$ cat config.mk
export PLATFORM = sky130hd
export DESIGN_NAME = qpsk_mux_mod
export DESIGN_NICKNAME = d
export VERILOG_FILES = /design/src/rtl/qpsk_pkg.sv /design/src/rtl/qpsk_symbol_seq.sv /design/src/rtl/qpsk_phase_taps.sv /design/src/rtl/qpsk_phase_mux.sv /design/src/rtl/qpsk_mux_mod.sv
export SDC_FILE = /design/constraint.sdc
export NUM_CORES = 1
export LEC_CHECK = 0
export BUFFER_PORTS_ARGS = -buffer_cell sky130_fd_sc_hd__clkbuf_2
export CORE_UTILIZATION = 45
export DETAILED_ROUTE_END_ITERATION = 10
export PLACE_DENSITY = 0.65
export SETUP_SLACK_MARGIN = 0.05
export SYNTH_ARGS = -nofsm -noshare
export SYNTH_HDL_FRONTEND = slang
export SYNTH_SLANG_ARGS = --single-unit
export TNS_END_PERCENT = 20
$ cat constraint.sdc
create_clock -name clk -period 1.7 [get_ports clk]
set_clock_uncertainty 0.15 [all_clocks]
set_input_delay 0.17 -clock clk [delete_from_list [all_inputs] [get_ports clk]]
set_output_delay 0.17 -clock clk [all_outputs]
set_load 0.01 [all_outputs]
$ cat src/rtl/qpsk_pkg.sv
package qpsk_pkg;

  // Closed-form sine approximation over one half cycle, odd-symmetric over the second half.
  function automatic logic signed [31:0] sine_level(input int k, input int depth, input int amp);
    longint half;
    longint j;
    longint num;
    longint den;
    longint mag;
    half = longint'(depth / 2);
    j    = longint'(k % depth);
    if (j >= half) j = j - half;
    num = 64'sd16 * j * (half - j);
    den = 64'sd5 * half * half - 64'sd4 * j * (half - j);
    mag = (64'sd2 * longint'(amp) * num + den) / (64'sd2 * den);
    if ((k % depth) >= (depth / 2)) mag = -mag;
    return mag[31:0];
  endfunction

  // Symbol pair to phase quadrant: the two bits read in reverse order.
  function automatic logic [1:0] pair_to_quadrant(input logic [1:0] pair);
    return {pair[0], pair[1]};
  endfunction

endpackage

$ cat src/rtl/qpsk_symbol_seq.sv
module qpsk_symbol_seq #(
  parameter int DATA_W    = 16,
  parameter int LUT_DEPTH = 16
) (
  input  logic                              clk,
  input  logic                              rst_n,
  input  logic                              en,
  input  logic [DATA_W-1:0]                 data_in,
  output logic                              active_o,
  output logic [$clog2(LUT_DEPTH)-1:0]      idx_o,
  output logic [$clog2(DATA_W/2)-1:0]       sym_o,
  output logic [DATA_W-1:0]                 word_o
);
  localparam int NSYM  = DATA_W / 2;
  localparam int IDX_W = $clog2(LUT_DEPTH);
  localparam int SYM_W = $clog2(NSYM);
  localparam logic [IDX_W-1:0] IDX_LAST = IDX_W'(LUT_DEPTH - 1);
  localparam logic [SYM_W-1:0] SYM_LAST = SYM_W'(NSYM - 1);

  logic              active_q, active_d;
  logic [IDX_W-1:0]  idx_q, idx_d;
  logic [SYM_W-1:0]  sym_q, sym_d;
  logic [DATA_W-1:0] word_q, word_d;
  logic              cyc_end, word_end, load, step;

  always_comb begin
    cyc_end  = (idx_q == IDX_LAST);
    word_end = cyc_end && (sym_q == SYM_LAST);
    load     = en && (!active_q || word_end);
    step     = en && active_q;
    active_d = active_q;
    idx_d    = idx_q;
    sym_d    = sym_q;
    word_d   = word_q;
    if (load) begin
      active_d = 1'b1;
      idx_d    = '0;
      sym_d    = '0;
      word_d   = data_in;
    end else if (step) begin
      idx_d = idx_q + 1'b1;
      if (cyc_end) begin
        sym_d  = sym_q + 1'b1;
        word_d = {word_q[DATA_W-3:0], 2'b00};
      end
    end
  end

  always_ff @(posedge clk or negedge rst_n) begin
    if (!rst_n) begin
      active_q <= 1'b0;
      idx_q    <= '0;
      sym_q    <= '0;
      word_q   <= '0;
    end else if (en) begin
      active_q <= active_d;
      idx_q    <= idx_d;
      sym_q    <= sym_d;
      word_q   <= word_d;
    end
  end

  assign active_o = active_q;
  assign idx_o    = idx_q;
  assign sym_o    = sym_q;
  assign word_o   = word_q;
endmodule

$ cat src/rtl/qpsk_phase_taps.sv
module qpsk_phase_taps #(
  parameter int LUT_DEPTH = 16,
  parameter int SAMPLE_W  = 8
) (
  input  logic [$clog2(LUT_DEPTH)-1:0]  idx,
  output logic [3:0][SAMPLE_W-1:0]      taps
);
  localparam int IDX_W = $clog2(LUT_DEPTH);
  localparam int AMP   = (1 << (SAMPLE_W - 1)) - 1;

  logic [SAMPLE_W-1:0] tbl [LUT_DEPTH];

  for (genvar k = 0; k < LUT_DEPTH; k++) begin : g_tbl
    localparam logic signed [31:0] LVL = qpsk_pkg::sine_level(k, LUT_DEPTH, AMP);
    assign tbl[k] = LVL[SAMPLE_W-1:0];
  end

  for (genvar p = 0; p < 4; p++) begin : g_tap
    localparam logic [IDX_W-1:0] OFF = IDX_W'((p * LUT_DEPTH) / 4);
    logic [IDX_W-1:0] tap_idx;
    assign tap_idx = idx + OFF;
    assign taps[p] = tbl[tap_idx];
  end
endmodule

$ cat src/rtl/qpsk_phase_mux.sv
module qpsk_phase_mux #(
  parameter int SAMPLE_W = 8
) (
  input  logic [1:0]                 pair,
  input  logic [3:0][SAMPLE_W-1:0]   taps,
  output logic [SAMPLE_W-1:0]        sample
);
  logic [1:0] quad;

  always_comb begin
    quad = qpsk_pkg::pair_to_quadrant(pair);
    unique case (quad)
      2'd0:    sample = taps[0];
      2'd1:    sample = taps[1];
      2'd2:    sample = taps[2];
      default: sample = taps[3];
    endcase
  end
endmodule

$ cat src/rtl/qpsk_mux_mod.sv
module qpsk_mux_mod #(
  parameter int DATA_W    = 16,
  parameter int LUT_DEPTH = 16,
  parameter int SAMPLE_W  = 8
) (
  input  logic                clk,
  input  logic                rst_n,
  input  logic                en,
  input  logic [DATA_W-1:0]   data_in,
  output logic [SAMPLE_W-1:0] sample_out
);
  localparam int NSYM  = DATA_W / 2;
  localparam int IDX_W = $clog2(LUT_DEPTH);
  localparam int SYM_W = $clog2(NSYM);

  if ((LUT_DEPTH < 4) || ((LUT_DEPTH & (LUT_DEPTH - 1)) != 0)) begin : g_bad_depth
    $error("LUT_DEPTH must be a power of two of at least 4");
  end
  if ((DATA_W < 4) || ((DATA_W & (DATA_W - 1)) != 0)) begin : g_bad_width
    $error("DATA_W must be a power of two of at least 4");
  end

  logic [1:0] rst_sync_q;
  logic       rst_int_n;

  always_ff @(posedge clk or negedge rst_n) begin
    if (!rst_n) rst_sync_q <= 2'b00;
    else        rst_sync_q <= {rst_sync_q[0], 1'b1};
  end
  assign rst_int_n = rst_sync_q[1];

  logic                        active;
  logic [IDX_W-1:0]            idx;
  logic [SYM_W-1:0]            sym;
  logic [DATA_W-1:0]           word;
  logic [3:0][SAMPLE_W-1:0]    taps;
  logic [SAMPLE_W-1:0]         mux_sample;
  logic [SAMPLE_W-1:0]         out_d, out_q;

  qpsk_symbol_seq #(.DATA_W(DATA_W), .LUT_DEPTH(LUT_DEPTH)) u_seq (
    .clk(clk), .rst_n(rst_int_n), .en(en), .data_in(data_in),
    .active_o(active), .idx_o(idx), .sym_o(sym), .word_o(word)
  );

  qpsk_phase_taps #(.LUT_DEPTH(LUT_DEPTH), .SAMPLE_W(SAMPLE_W)) u_taps (
    .idx(idx), .taps(taps)
  );

  qpsk_phase_mux #(.SAMPLE_W(SAMPLE_W)) u_mux (
    .pair(word[DATA_W-1 -: 2]), .taps(taps), .sample(mux_sample)
  );

  always_comb begin
    out_d = '0;
    if (en && active) out_d = mux_sample;
  end

  always_ff @(posedge clk or negedge rst_int_n) begin
    if (!rst_int_n) out_q <= '0;
    else            out_q <= out_d;
  end

  assign sample_out = out_q;
endmodule

## Yosys cells after proc, flatten, opt, wreduce, memory -nomap -nowiden

Memory sizes are Yosys's and may differ from the RTL's.
Index checks and enable logic that the tools add are counted.

- Bits of input ports: 19
- Memories kept: 4
- Bits in read-only memories: 512
- Register bits after elaboration: 34
- Logic and storage cells: 56

- $add $sub $neg: 5
- Equal/unequal tests: 4
- Order comparisons: 4
- Mux-type cells: 18
- Bitwise operators: 4
- Reduce and logical (&&, ||, !) cells: 11

Memory list:

| memory | words | width | read ports | clocked after memory_dff | wr ports | line | source |
|---|---|---|---|---|---|---|---|
| (name not given) | 16 | 8 | 1 | 0 | 0 | qpsk_phase_taps.sv:22 | `assign taps[p] = tbl[tap_idx];` |
| (name not given) | 16 | 8 | 1 | 0 | 0 | qpsk_phase_taps.sv:22 |  |
| (name not given) | 16 | 8 | 1 | 0 | 0 | qpsk_phase_taps.sv:22 |  |
| (name not given) | 16 | 8 | 1 | 0 | 0 | qpsk_phase_taps.sv:22 |  |

Operators by type and width:

| cell | number |
|---|---|
| 8-bit two-way mux | 9 |
| 16-bit two-way mux | 3 |
| 8-bit one-hot mux with 3 select lines | 1 |
| 5-bit >= comparator (second input constant) | 4 |
| 4-bit inverter with 5-bit output | 4 |
| 3-bit two-way mux | 3 |
| 4-bit adder (second input constant) | 2 |
| 4-bit two-way mux | 2 |
| 4-bit by 1-bit adder with 4-bit output (second input constant) | 1 |
| 4-bit by 3-bit adder with 4-bit output (second input constant) | 1 |
| 4-bit equality test (second input constant) | 1 |
| 2-bit AND reduction | 2 |
| 2-bit nonzero test | 2 |
| 3-bit by 1-bit adder with 3-bit output (second input constant) | 1 |
| 3-bit equality test (second input constant) | 1 |
| 1-bit logical AND | 3 |
| 3-bit AND reduction | 1 |
| 2-bit by 1-bit equality test with 1-bit output (second input constant) | 1 |
| 2-bit equality test (second input constant) | 1 |
| 2-bit logical NOT | 1 |
| 1-bit logical NOT | 1 |
| 1-bit logical OR | 1 |

## Depth between registers and ports, before layout

Gate-level depths: netlist of run 1.

- Depth after elaboration: 7
- Mapped depth: 7
- Mapped depth without buffers: 6

## By module

A second synthesis of run 1 with hierarchy kept.

- Cell total of the unflattened synthesis: 203
- Area, all modules: 2367.3 um^2

Modules (own cells, without submodules):

| module | cells each | times used | area each (um^2) |
|---|---|---|---|
| qpsk_symbol_seq | 86 | 1 | 1260.0 |
| qpsk_phase_taps | 88 | 1 | 606.8 |
| qpsk_mux_mod | 19 | 1 | 304.0 |
| qpsk_phase_mux | 10 | 1 | 196.4 |

## Worst setup path before layout of run 1

Ideal clock, no wire load.

- Path kind: register to register
- Start: reg u_seq.idx_q[1], in the netlist u_seq.idx_o[1]
- End: reg u_seq.word_q[10], in the netlist u_seq.word_o[10]
- Buffers on the path: 1
- Period minus slack after synthesis: 1.897 ns
- Required time: 1.427 ns
- Arrival: 1.625 ns
- Setup time: 0.123 ns
- Path slack: -0.197 ns
- Cell stages (with the launch flop): 6
- Path through: dfrtp_1 > ha_1 > a21bo_2 > nand4b_1 > clkbuf_1 > o221a_2

- Cells in the longest elaborated chain, start to end: 6

Ends and longest elaborated chain:

| item | line | source |
|---|---|---|
| start: declaration | qpsk_symbol_seq.sv:21 | `logic [IDX_W-1:0] idx_q, idx_d;` |
| start signal: assignment | qpsk_symbol_seq.sv:57 | `idx_q <= idx_d;` |
| 4-bit equality test (*) | qpsk_symbol_seq.sv:27 | `cyc_end = (idx_q == IDX_LAST);` |
| 1-bit logical AND | qpsk_symbol_seq.sv:28 | `word_end = cyc_end && (sym_q == SYM_LAST);` |
| 1-bit logical OR | qpsk_symbol_seq.sv:29 | `load = en && (!active_q \|\| word_end);` |
| 1-bit logical AND | qpsk_symbol_seq.sv:29 |  |
| 2-bit nonzero test (no source line) | - |  |
| 3-bit AND reduction (no source line) | - |  |
| end signal: assignment | qpsk_symbol_seq.sv:59 | `word_q <= word_d;` |
| end: declaration | qpsk_symbol_seq.sv:23 | `logic [DATA_W-1:0] word_q, word_d;` |

Mark *: on every way between the ends. The rest lies on a longest branch, timed or not.
A chain may end at the register's enable or synchronous reset.

## Final worst setup path of run 1

- Start: reg u_seq.idx_q[3], in the netlist u_seq.idx_o[3]
- End: reg out_q[2], in the netlist sample_out[2]

- Cells in the longest elaborated chain, start to end: 7

Ends and longest elaborated chain:

| item | line | source |
|---|---|---|
| 4-bit adder / 4-bit by 3-bit adder with 4-bit output (equally long branches) | qpsk_phase_taps.sv:21 | `assign tap_idx = idx + OFF;` |
| 4-bit inverter with 5-bit output (not written as such) | qpsk_phase_taps.sv:22 |  |
| memory 16 x 8 bit | - |  |
| 8-bit two-way mux (not written as such) (2 in a row) | qpsk_phase_taps.sv:22 |  |
| 8-bit one-hot mux with 3 select lines (*) | qpsk_phase_mux.sv:12 | `unique case (quad)` |
| 8-bit two-way mux (*) | qpsk_mux_mod.sv:55 | `if (en && active) out_d = mux_sample;` |
| via out_d[2] | qpsk_mux_mod.sv:38 | `logic [SAMPLE_W-1:0] out_d, out_q;` |
| end signal: assignment | qpsk_mux_mod.sv:60 | `else out_q <= out_d;` |
| end: declaration | qpsk_mux_mod.sv:38 |  |

Mark *: on every way through the listed nets, which the timed path passes. The rest lies on a longest branch. The select of a mux whose other input is x is not followed.

==> results.ini, run 1 <==
[status]
run_status = finished, violations left
violations_in_the_final_reports = setup timing

[pwr]
power_density_nw_per_um2 = 1910
sequential_group_share_of_total_power = 0.276
netSwitchingPower_mw = 1.81
power.static_leakage_nw = 1.21
combinationalPowerShare = 0.589
clock_power_share = 0.135
intPower_mw = 3.26
swShare = 0.357
power.ir.vdd_worst_mv = 0.760

[grt]
grt.total_usage = 0.212
grt_first_pass_wirelength_um = 7010
grt_pass1_vias = 1438
grt_max_degree = 32
gr_ovfl_total = 0
grt_antenna_before_repair = 0

[synth]
post-synth-top-count-cell = dfrtp_1
synth_enable_flop_cells = 0
async_reset_ff_frac = 1.00
syn-instance-count = 169
yosys.cell_types.count = 42
synth.yosys.seq_area_share = 0.444
synth.yosys.warnings = 0
ys_ff_latch = 34
synthDominantCellAreaShare = 0.444
synth.cells.most_frequent = 34 x dfrtp_1, 15 x nand2b_1, 14 x o221a_2, 10 x ha_1, 10 x nand2_1
post_synth_main_area_contributors = dfrtp_1 44%, o221a_2 8.2%, ha_1 6.5%
mappedNetlistArea_um2 = 1920
postSynth.topFlopCell = dfrtp_1
synth_area_leader_cell = dfrtp_1
syn_area_per_cell_um2 = 11.3
mappedNetlistNets = 198

[timing]
clock.fmax_mhz = 536
slew_violations = 0
report.final.setup_viol = 10
postLayoutSetupSlackWorst_ps = -167
final_hold_viol_count = 0
grt_setup_unrepaired = yes
setup_total_negative_slack_ps = -457
final.min_clock_period_ps = 1870
post-route-period-util = 1.10

[min_path]
whs_endpoint = u_seq.word_o[3]$_DFFE_PN0P_
worstHoldStart = data_in[3]
timing.hold.worst.class = primary input to flip-flop
worstHoldPathCells = 2

[clocking]
clkSinkCount = 34
clock_tree_from_tritoncts = yes
cts_max_path_buffers = 2
cts-buffers-inserted = 5
root_buffer = clkbuf_8
cts.reportedPaths.clkPinSlew_ps = 70
clock_latency_ps = 290
clock_tree.htree_level_count = 2

[place]
hpwl_um = 2950
port_buffers = 26
preCtsSetupSlack_ps = -147
placed_cells_incl_taps = 261
gp_congestion = 0.809

[drt]
routed_wire_length_per_instance_um = 15.5
drtIter0Drc = 97
topRoutingLayerUsed = met4
drt-met1-wl_um = 1990
dr_total_vias = 1515
drcViolationCount = 0
drt_wl_total_um = 4320
detail-route-antenna-nets = 0
drt-vias-per-instance = 5.45
first_pass_iters = 4
met3RoutedLength_um = 162
met2RoutedLength_um = 2110

[setup_path]
worstPathArrival_ps = 1940
cp_data_required_time_ps = 1770
r2r_setup_slack_ps = -170
setup.worst_path.start = u_seq.idx_o[3]$_DFFE_PN0P_
worst_r2r_startpoint = u_seq.idx_o[3]$_DFFE_PN0P_
worst_path_max_fanout = 5
worst_case_reg_to_reg_path_depth = 5
criticalPathCategory = flip-flop to flip-flop
critical_path.endpoint_type = flip-flop
regToRegEndpoint = sample_out[2]$_DFF_PN0_
startpoint_type = flip-flop

[final_layout]
final.fill_count = 307
final_net_count = 256
antenna_cells = 0
areaGrowthSynthToFinish_pct = 38.7
final_layout_size_suffix_gt1_frac = 0.474
final_cell_count_no_fill = 278

[floorplan]
initial_core_util = 0.473
x_dimension_of_the_die_um = 67.3
y_dimension_of_the_die_um = 67.3
design.core.area_um2 = 4060
die_area_um2 = 4530
core.rowCount = 23
top_level_ports = 27

[flow_run]
drv.max_cap_violation_count = 0

[worst max-delay path: stages, from the launching register on]
cell and delay, ps:
dfrtp_1 420, ha_4 340, xor2_4 230, mux2i_1 100, mux4_2 470, nor2_1 100
[worst max-delay path by stage]
stage,end,slack [ps],cells after the start
after floorplan,sample_out[2]$_DFF_PN0_,-50,5
after global placement,sample_out[2]$_DFF_PN0_,-100,5
final,sample_out[2]$_DFF_PN0_,-170,5
after detailed placement,sample_out[2]$_DFF_PN0_,-150,5
after CTS,sample_out[2]$_DFF_PN0_,-170,5
after global routing,sample_out[1]$_DFF_PN0_,-250,5
[power by group through the flow]
stage	combinational [mW]	sequential, mW	clock (mW)
after floorplan	1.96	1.36	0
after global placement	2.58	1.38	0
after detailed placement	2.67	1.40	0
after CTS	2.70	1.39	0.704
after global routing	3.24	1.44	0.749
final	2.99	1.40	0.685
[through the flow]
stage          area, um^2   util  hold WS, ps  power [mW]
2_1_floorplan        2010      -         -276        3.32
3_3_place_gp         2380  0.588         -190        3.96
3_5_place_dp         2380  0.588         -191        4.07
4_1_cts              2550  0.630         1.59        4.80
5_1_grt              2660  0.656        0.494        5.43
6_report             2660  0.656         7.85        5.07
[state kept, by name (all words and copies together) (netlist names)]
signal	cells
rst_sync_q	2
sample_out	8
u_seq.active_o	1
u_seq.idx_o	4
u_seq.sym_o	3
u_seq.word_o	16
[layout make-up]
cell class,count,area [um^2],area share
Timing Repair Buffer,62,475,0.179
Multi-Input combinational cell,118,1130,0.426
Sequential cell,34,853,0.321
Tap cell,50,62.6,0.0235
Inverter,6,25.0,0.00941
Clock buffer,8,110,0.0414
[cells by family after synthesis]
kind of cell    share of synthesized area
simple gates                        0.132
compound gates                      0.179
flops                               0.444
buf+inv                            0.0365
mux                                0.0979
fa+ha+maj                          0.0652
xor+xnor                           0.0444
other cells                       0.00196
[placed cells by master, fill, tap and decap left out, drive strengths merged, types with 6 or more instances in the layout]
| master | Yosys | layout |
|---|---|---|
| dfrtp | 34 | 34 |
| clkbuf | 7 | 34 |
| buf | 4 | 29 |
| nand2b | 15 | 15 |
| o221a | 14 | 14 |
| nand2 | 10 | 10 |
| ha | 10 | 10 |
| dlygate4sd3 | 0 | 7 |
| a21oi | 7 | 7 |
| nor2 | 7 | 7 |
| mux2i | 6 | 6 |
| xnor2 | 6 | 6 |
| inv | 6 | 6 |
[repair_timing]
action,CTS,global route
resized for setup,1,21
pin swaps,3,7
buffers inserted,0,2
hold buffers,6,1
setup endpoints to repair,19,22
hold endpoints to repair,7,1
[routing by layer]
metal,GRT usage,vias to the layer above
li1,-,738
met1,0.288,744
met2,0.316,27
met3,0.0507,6
met4,0.104,0
met5,0,-
Note: power is estimated with default switching activity, not from simulation.
==> inputs of run 2 (changes only) <==
Settings changed: ABC_AREA set to 1, PLACE_DENSITY 0.65 to unset, SETUP_SLACK_MARGIN 0.05 to unset.
==> run 2 against run 1 <==
Compared with the run above:
- the run now ends clean
- register-to-register slack improved by 190 ps
- count of clock-buffer cells in the layout fell by 2
- first-iteration DRC count rose by 56%
- combinational power fell by 18%
- design area rose by 5.1%
- sequential share of layout area fell by 1.6 points
- wire length rose by 17%
- worst setup slack improved by 190 ps
- non-clock buffer count rose by 1
- critical path depth rose by 1
- power fell by 9.9%
- area after synthesis rose by 6.9%
- critical path type unchanged
- critical endpoint is now u_seq.word_o[6]$_DFFE_PN0P_
==> results.ini, run 2 <==
[final_layout]
finish.utilization = 0.642  ; -0.0136
mostFrequentLayoutCell = nand2_1
area_of_the_multi_input_gates_um2 = 1170  ; +3.3%
ff_latch_area_um2 = 852  ; -0.15%
final.fill_count = 363  ; +18%
final_cell_count_no_fill = 377  ; +36%
largest_register_ff_count = 16  ; unchanged
most-common-layout-cells = 57 x nand2_1, 39 x nor2_1, 33 x dfrtp_1
antenna_cells = 0  ; unchanged
final_net_count = 354  ; +38%
areaGrowthSynthToFinish_pct = 36.3
final_layout_size_suffix_gt1_frac = 0.295  ; -0.178

[place]
preCtsSetupSlack_ps = -69.1  ; +77.5 ps
port_buffers = 26  ; unchanged
hpwl_um = 3180  ; +7.7%
placed_cells_incl_taps = 351  ; +34%
gp_congestion = 0.836  ; +3.4%

[synth]
post_synth_main_area_contributors = dfrtp_1 41%, nand2_1 11%, nor2_1 7.1%
async_reset_ff_frac = 1.00  ; unchanged
yosys.cell_types.count = 25  ; -40%
postSynth.topFlopCell = dfrtp_1
syn_area_per_cell_um2 = 7.77  ; -32%
synth.yosys.seq_area_share = 0.415  ; -0.0287
synth_area_leader_cell = dfrtp_1
mappedNetlistArea_um2 = 2050  ; +6.9%
post-synth-top-count-cell = nand2_1
synth_enable_flop_cells = 0  ; unchanged
mappedNetlistNets = 293  ; +48%
syn-instance-count = 264  ; +56%
synth.cells.most_frequent = 61 x nand2_1, 39 x nor2_1, 34 x dfrtp_1, 22 x inv_1, 19 x o21ai_0
synthDominantCellAreaShare = 0.415  ; -0.0287
ys_ff_latch = 34  ; unchanged
synth.yosys.warnings = 0  ; unchanged

[grt]
grt_first_pass_wirelength_um = 8060  ; +15%
grt_max_degree = 33  ; +3.1%
top_usage_layer = met2
grt.met1_usage = 0.302  ; +0.0138
grt_pass1_vias = 1712  ; +19%
groute.layer.met3.usage = 0.0436  ; -0.00707
grt_util_met2 = 0.316  ; about the same
grt_antenna_before_repair = 0  ; unchanged
gr_ovfl_total = 0  ; unchanged
grt.total_usage = 0.208  ; -0.00451

[setup_path]
startpoint_type = flip-flop
cp_data_required_time_ps = 1720  ; -50 ps
criticalPathCategory = flip-flop to flip-flop
worst_r2r_startpoint = u_seq.sym_o[1]$_DFFE_PN0P_
worst_case_reg_to_reg_path_depth = 6  ; +1
r2r_setup_slack_ps = 20  ; +190 ps
worstPathArrival_ps = 1710  ; -230 ps
regToRegEndpoint = u_seq.word_o[6]$_DFFE_PN0P_
worst_path_max_fanout = 7  ; +2
critical_path.endpoint_type = flip-flop

[timing]
slew_violations = 0  ; unchanged
final_hold_viol_count = 0  ; unchanged
postLayoutSetupSlackWorst_ps = 18.7  ; +186 ps
clock.fmax_mhz = 595  ; +11%
post-route-period-util = 0.989  ; -0.109
report.final.setup_viol = 0  ; -10
grt_setup_unrepaired = yes
final.min_clock_period_ps = 1680  ; -186 ps

[floorplan]
design.core.area_um2 = 4350  ; +7.3%
initial_core_util = 0.471  ; -0.00173
core.rowCount = 24  ; +4.3%
die_area_um2 = 4830  ; +6.7%
top_level_ports = 27  ; unchanged
y_dimension_of_the_die_um = 69.5  ; +3.3%
x_dimension_of_the_die_um = 69.5  ; +3.3%

[clocking]
clock_tree.htree_level_count = 2  ; unchanged
cts-buffers-inserted = 5  ; unchanged
clkSinkCount = 34  ; unchanged
root_buffer = clkbuf_8
cts_max_path_buffers = 2  ; unchanged
cts.reportedPaths.clkPinSlew_ps = 70  ; about the same
clock_tree_from_tritoncts = yes
clock_latency_ps = 280  ; about the same

[min_path]
worstHoldStart = data_in[13]
timing.hold.worst.class = primary input to flip-flop
whs_endpoint = u_seq.word_o[13]$_DFFE_PN0P_
worstHoldPathCells = 3  ; +1

[pwr]
power.static_leakage_nw = 1.40  ; +16%
post-layout-total-power_mw = 4.57  ; -9.9%
power.ir.vdd_worst_mv = 0.855  ; +12%
power_density_nw_per_um2 = 1630  ; -14%

[drt]
drtIter0Drc = 151  ; +56%
drt_wl_total_um = 5060  ; +17%
drcViolationCount = 0  ; unchanged
detail-route-antenna-nets = 0  ; unchanged
drt-vias-per-instance = 5.25  ; -3.6%
first_pass_iters = 4  ; unchanged
routed_wire_length_per_instance_um = 13.4  ; -14%
dr_total_vias = 1980  ; +31%

[status]
run_status = finished, final reports clean

[flow_run]
drv.max_cap_violation_count = 0  ; unchanged

## run 2: worst max path at each step
stage	startpoint	to	slack, ps
global route	u_seq.idx_o[1]$_DFFE_PN0P_	sample_out[1]$_DFF_PN0_	-50
global placement	u_seq.sym_o[0]$_DFFE_PN0P_	u_seq.word_o[3]$_DFFE_PN0P_	-30
finish	u_seq.sym_o[1]$_DFFE_PN0P_	u_seq.word_o[6]$_DFFE_PN0P_	20
floorplan	u_seq.sym_o[0]$_DFFE_PN0P_	u_seq.word_o[7]$_DFFE_PN0P_	20
CTS	u_seq.sym_o[0]$_DFFE_PN0P_	u_seq.word_o[3]$_DFFE_PN0P_	-10
detailed placement	u_seq.idx_o[1]$_DFFE_PN0P_	u_seq.word_o[5]$_DFFE_PN0P_	-70
## run 2: cell type report
cell class | instances | share of cell area
clock buffers | 6 | 0.0295
clock inverters | 1 | 0.0107
inverters | 24 | 0.0349
multi-input cells | 196 | 0.419
flip-flops and latches | 34 | 0.305
well taps | 52 | 0.0233
repair buffers | 63 | 0.175
repair inverters | 1 | 0.00269
## run 2: what timing repair did
item / CTS / global route
pin swaps: 0 / 5
hold endpoints to repair: 12 / 0
hold buffers: 11 / 0
gates resized for setup: 9 / 29
endpoints found under the setup margin: 14 / 28
gates cloned: 1 / 1
setup buffers: 1 / 5
## run 2: cell families after synthesis
family | after synthesis | synth area share
AO/OA/AOI/OAI | 50 | 0.140
XOR/XNOR | 2 | 0.00854
adder cells (fa/ha/maj) | 10 | 0.0610
buffers and inverters | 34 | 0.0811
flip-flops | 34 | 0.415
multiplexers | 1 | 0.00549
other | 1 | 0.00183
AND/OR/NAND/NOR | 132 | 0.287
## run 2: power breakdown
part,leakage [nW],internal (mW),switching [mW],total [mW]
combinational,0.923,1.02,1.42,2.44
clock,0.0573,0.469,0.274,0.743
sequential,0.417,1.12,0.268,1.39
## run 2: stage by stage
stage / area (um^2) / setup TNS, ps / hold WS, ps
after floorplan: 2050 / 0 / -276
after global placement: 2340 / -61.4 / -193
after detailed placement: 2340 / -218 / -192
after CTS: 2610 / -30.8 / 0.246
after global routing: 2800 / -264 / 9.80
final: 2800 / 0 / 1.94
## run 2: per-layer routing
layer / part of all wire / wire [um] / vias to the layer above
li1: - / - / 999
met4: 0.021 / 106 / 0
met1: 0.45 / 2270 / 896
met2: 0.47 / 2380 / 75
met5: 0 / 0 / -
met3: 0.060 / 302 / 10
## run 2: critical path: stages (launching register included)
cell and delay, ps:
dfrtp_1 400, ha_2 200, ha_4 160, or2_4 260, clkbuf_16 180, nor3_4 160
nor2_1 60
==> inputs of run 3 (changes only) <==
Clock period 1.7 ns to 1.95 ns, I/O delays scaled along.
==> run 3 against run 2 <==
Compared with the run above:
- maximum frequency down 6.0%
- utilization fell by 9.7 points
- clock power down 29%
- non-clock buffer count down 25
- hold slack better by 7.0 ps
- largest power group unchanged
- highest routed layer unchanged
==> results.ini, run 3 (same netlist as run 2, synthesis figures left out) <==
[drt]
detail-route-antenna-nets = 0  ; unchanged
routed_wire_length_per_instance_um = 12.5  ; -7.2%
drcViolationCount = 0  ; unchanged
dr_total_vias = 1817  ; -8.2%
first_pass_iters = 4  ; unchanged
drtIter0Drc = 211  ; +40%
drt_wl_total_um = 4400  ; -13%
drt-vias-per-instance = 5.15  ; -2.0%

[final_layout]
areaGrowthSynthToFinish_pct = 15.7
most-common-layout-cells = 60 x nand2_1, 39 x nor2_1, 33 x dfrtp_1
largest_register_ff_count = 16  ; unchanged
ff_latch_area_um2 = 852  ; unchanged
final_layout_size_suffix_gt1_frac = 0.199  ; -0.0960
antenna_cells = 0  ; unchanged
final.fill_count = 416  ; +15%
final_net_count = 329  ; -7.1%
mostFrequentLayoutCell = nand2_1
area_of_the_multi_input_gates_um2 = 1040  ; -12%

[clocking]
root_buffer = clkbuf_8
clock_tree_from_tritoncts = yes
cts.reportedPaths.clkPinSlew_ps = 70  ; about the same
cts_max_path_buffers = 2  ; unchanged
clkSinkCount = 34  ; unchanged
clock_tree.htree_level_count = 2  ; unchanged
cts-buffers-inserted = 5  ; unchanged
clock_latency_ps = 290  ; about the same

[floorplan]
top_level_ports = 27  ; unchanged
die_area_um2 = 4830  ; unchanged
core.rowCount = 24  ; unchanged
x_dimension_of_the_die_um = 69.5  ; unchanged
y_dimension_of_the_die_um = 69.5  ; unchanged
design.core.area_um2 = 4350  ; unchanged
initial_core_util = 0.471  ; unchanged

[timing]
report.final.setup_viol = 0  ; unchanged
final_hold_viol_count = 0  ; unchanged
setup_total_negative_slack_ps = 0  ; unchanged
postLayoutSetupSlackWorst_ps = 161  ; +142 ps
final.min_clock_period_ps = 1790  ; +108 ps
clock.fmax_mhz = 559  ; -6.0%
post-route-period-util = 0.917  ; -0.0716
grt_setup_unrepaired = no
slew_violations = 0  ; unchanged

[pwr]
power_density_nw_per_um2 = 1490  ; -9.0%
power.static_leakage_nw = 1.27  ; -9.3%
power.ir.vdd_worst_mv = 0.696  ; -19%

[place]
port_buffers = 26  ; unchanged
gp_congestion = 0.845  ; +1.0%
hpwl_um = 3080  ; -3.0%
preCtsSetupSlack_ps = 110  ; +179 ps

[setup_path]
worstPathArrival_ps = 1810  ; +100 ps
criticalPathCategory = flip-flop to flip-flop
critical_path.slowest_cell = dfrtp_2
startpoint_type = flip-flop
cp_slowest_stage_delay_ps = 460  ; +60 ps
cp_data_required_time_ps = 1970  ; +250 ps
critPathMostFrequentCell = nand2_1
critical_path.endpoint_type = flip-flop
critical_path.cell_chain = ha_1 -> nand2_1 -> nand2_1 -> nand2_2 -> buf_4 -> nor2_1 -> mux2_2
worst_path_max_fanout = 8  ; +1

[min_path]
timing.hold.worst.class = primary input to flip-flop

[grt]
gr_ovfl_total = 0  ; unchanged
grt_first_pass_wirelength_um = 7610  ; -5.6%
grt.total_usage = 0.199  ; -0.00905
grt_antenna_before_repair = 0  ; unchanged
grt_pass1_vias = 1639  ; -4.3%
grt_max_degree = 33  ; unchanged

[flow_run]
drv.max_cap_violation_count = 0  ; unchanged

[status]
run_status = finished, final reports clean

==> run 3: changes by cell type in the layout (fill, tap and decap cells not counted), sizes merged <==
cell,delta
inv,+1
bufinv,-1
clkinv,+1
buf,-16
clkinvlp,-1
dlygate4sd3,-8
==> run 3: worst paths after layout <==
kind	cells after the start	from	slack, ps	to
worst min-delay path	3	data_in[10]	9	u_seq.word_o[10]$_DFFE_PN0P_
min in group asynchronous	2	rst_n	70	rst_sync_q[1]$_DFF_PN0_
worst max register to register	7	u_seq.idx_o[0]$_DFFE_PN0P_	160	u_seq.sym_o[0]$_DFFE_PN0P_
worst max-delay path	7	u_seq.idx_o[0]$_DFFE_PN0P_	160	u_seq.sym_o[0]$_DFFE_PN0P_
max in group asynchronous	1	rst_sync_q[1]$_DFF_PN0_	1240	u_seq.idx_o[0]$_DFFE_PN0P_
worst min register to register	1	rst_sync_q[1]$_DFF_PN0_	110	u_seq.idx_o[0]$_DFFE_PN0P_
==> run 3: through the flow <==
step | total power, mW | instance area [um^2] | hold WS (ps) | instances | util
after floorplan | 2.52 | 2050 | -251 | 264 | -
after global placement | 2.98 | 2240 | -167 | 341 | 0.514
after global routing | 3.89 | 2370 | 22.3 | 353 | 0.545
final | 3.53 | 2370 | 8.94 | 353 | 0.545
after detailed placement | 2.98 | 2240 | -167 | 341 | 0.514
after CTS | 3.53 | 2360 | 6.39 | 352 | 0.542
==> run 3: power breakdown <==
group          switching (mW)  internal (mW)  total, mW
clock network           0.244          0.284      0.528
registers               0.188          0.975       1.16
logic                    1.14          0.698       1.84
==> run 3: area by class of cell <==
class                      count  share of cell area
clock buffer                   7              0.0364
clock inverter                 1             0.00211
inverter                      24              0.0395
multi-input combinational    196               0.436
sequential                    34               0.359
tap                           52              0.0274
timing repair buffer          38              0.0959
timing repair inverter         1             0.00316
==> run 3: critical path: cells and delay by family (launching register included) <==
kind,cells,cell delay (ps)
flops,1,460
simple gates,4,370
fa+ha+maj,1,280
mux,1,250
buf+inv,1,180
==> run 3: what timing repair did <==
| action | 4_1_cts | 5_1_grt |
|---|---|---|
| buffers inserted | 0 | 0 |
| resized for setup | 0 | 5 |
| hold buffers | 3 | 0 |
| hold endpoints to repair | 4 | 0 |
| setup endpoints to repair | 0 | 12 |
==> run 3: metal layers <==
layer	global-route usage	wire, um
met5	0	0
met4	0.0680	62
met3	0.0436	205
met2	0.312	1970
met1	0.272	2160
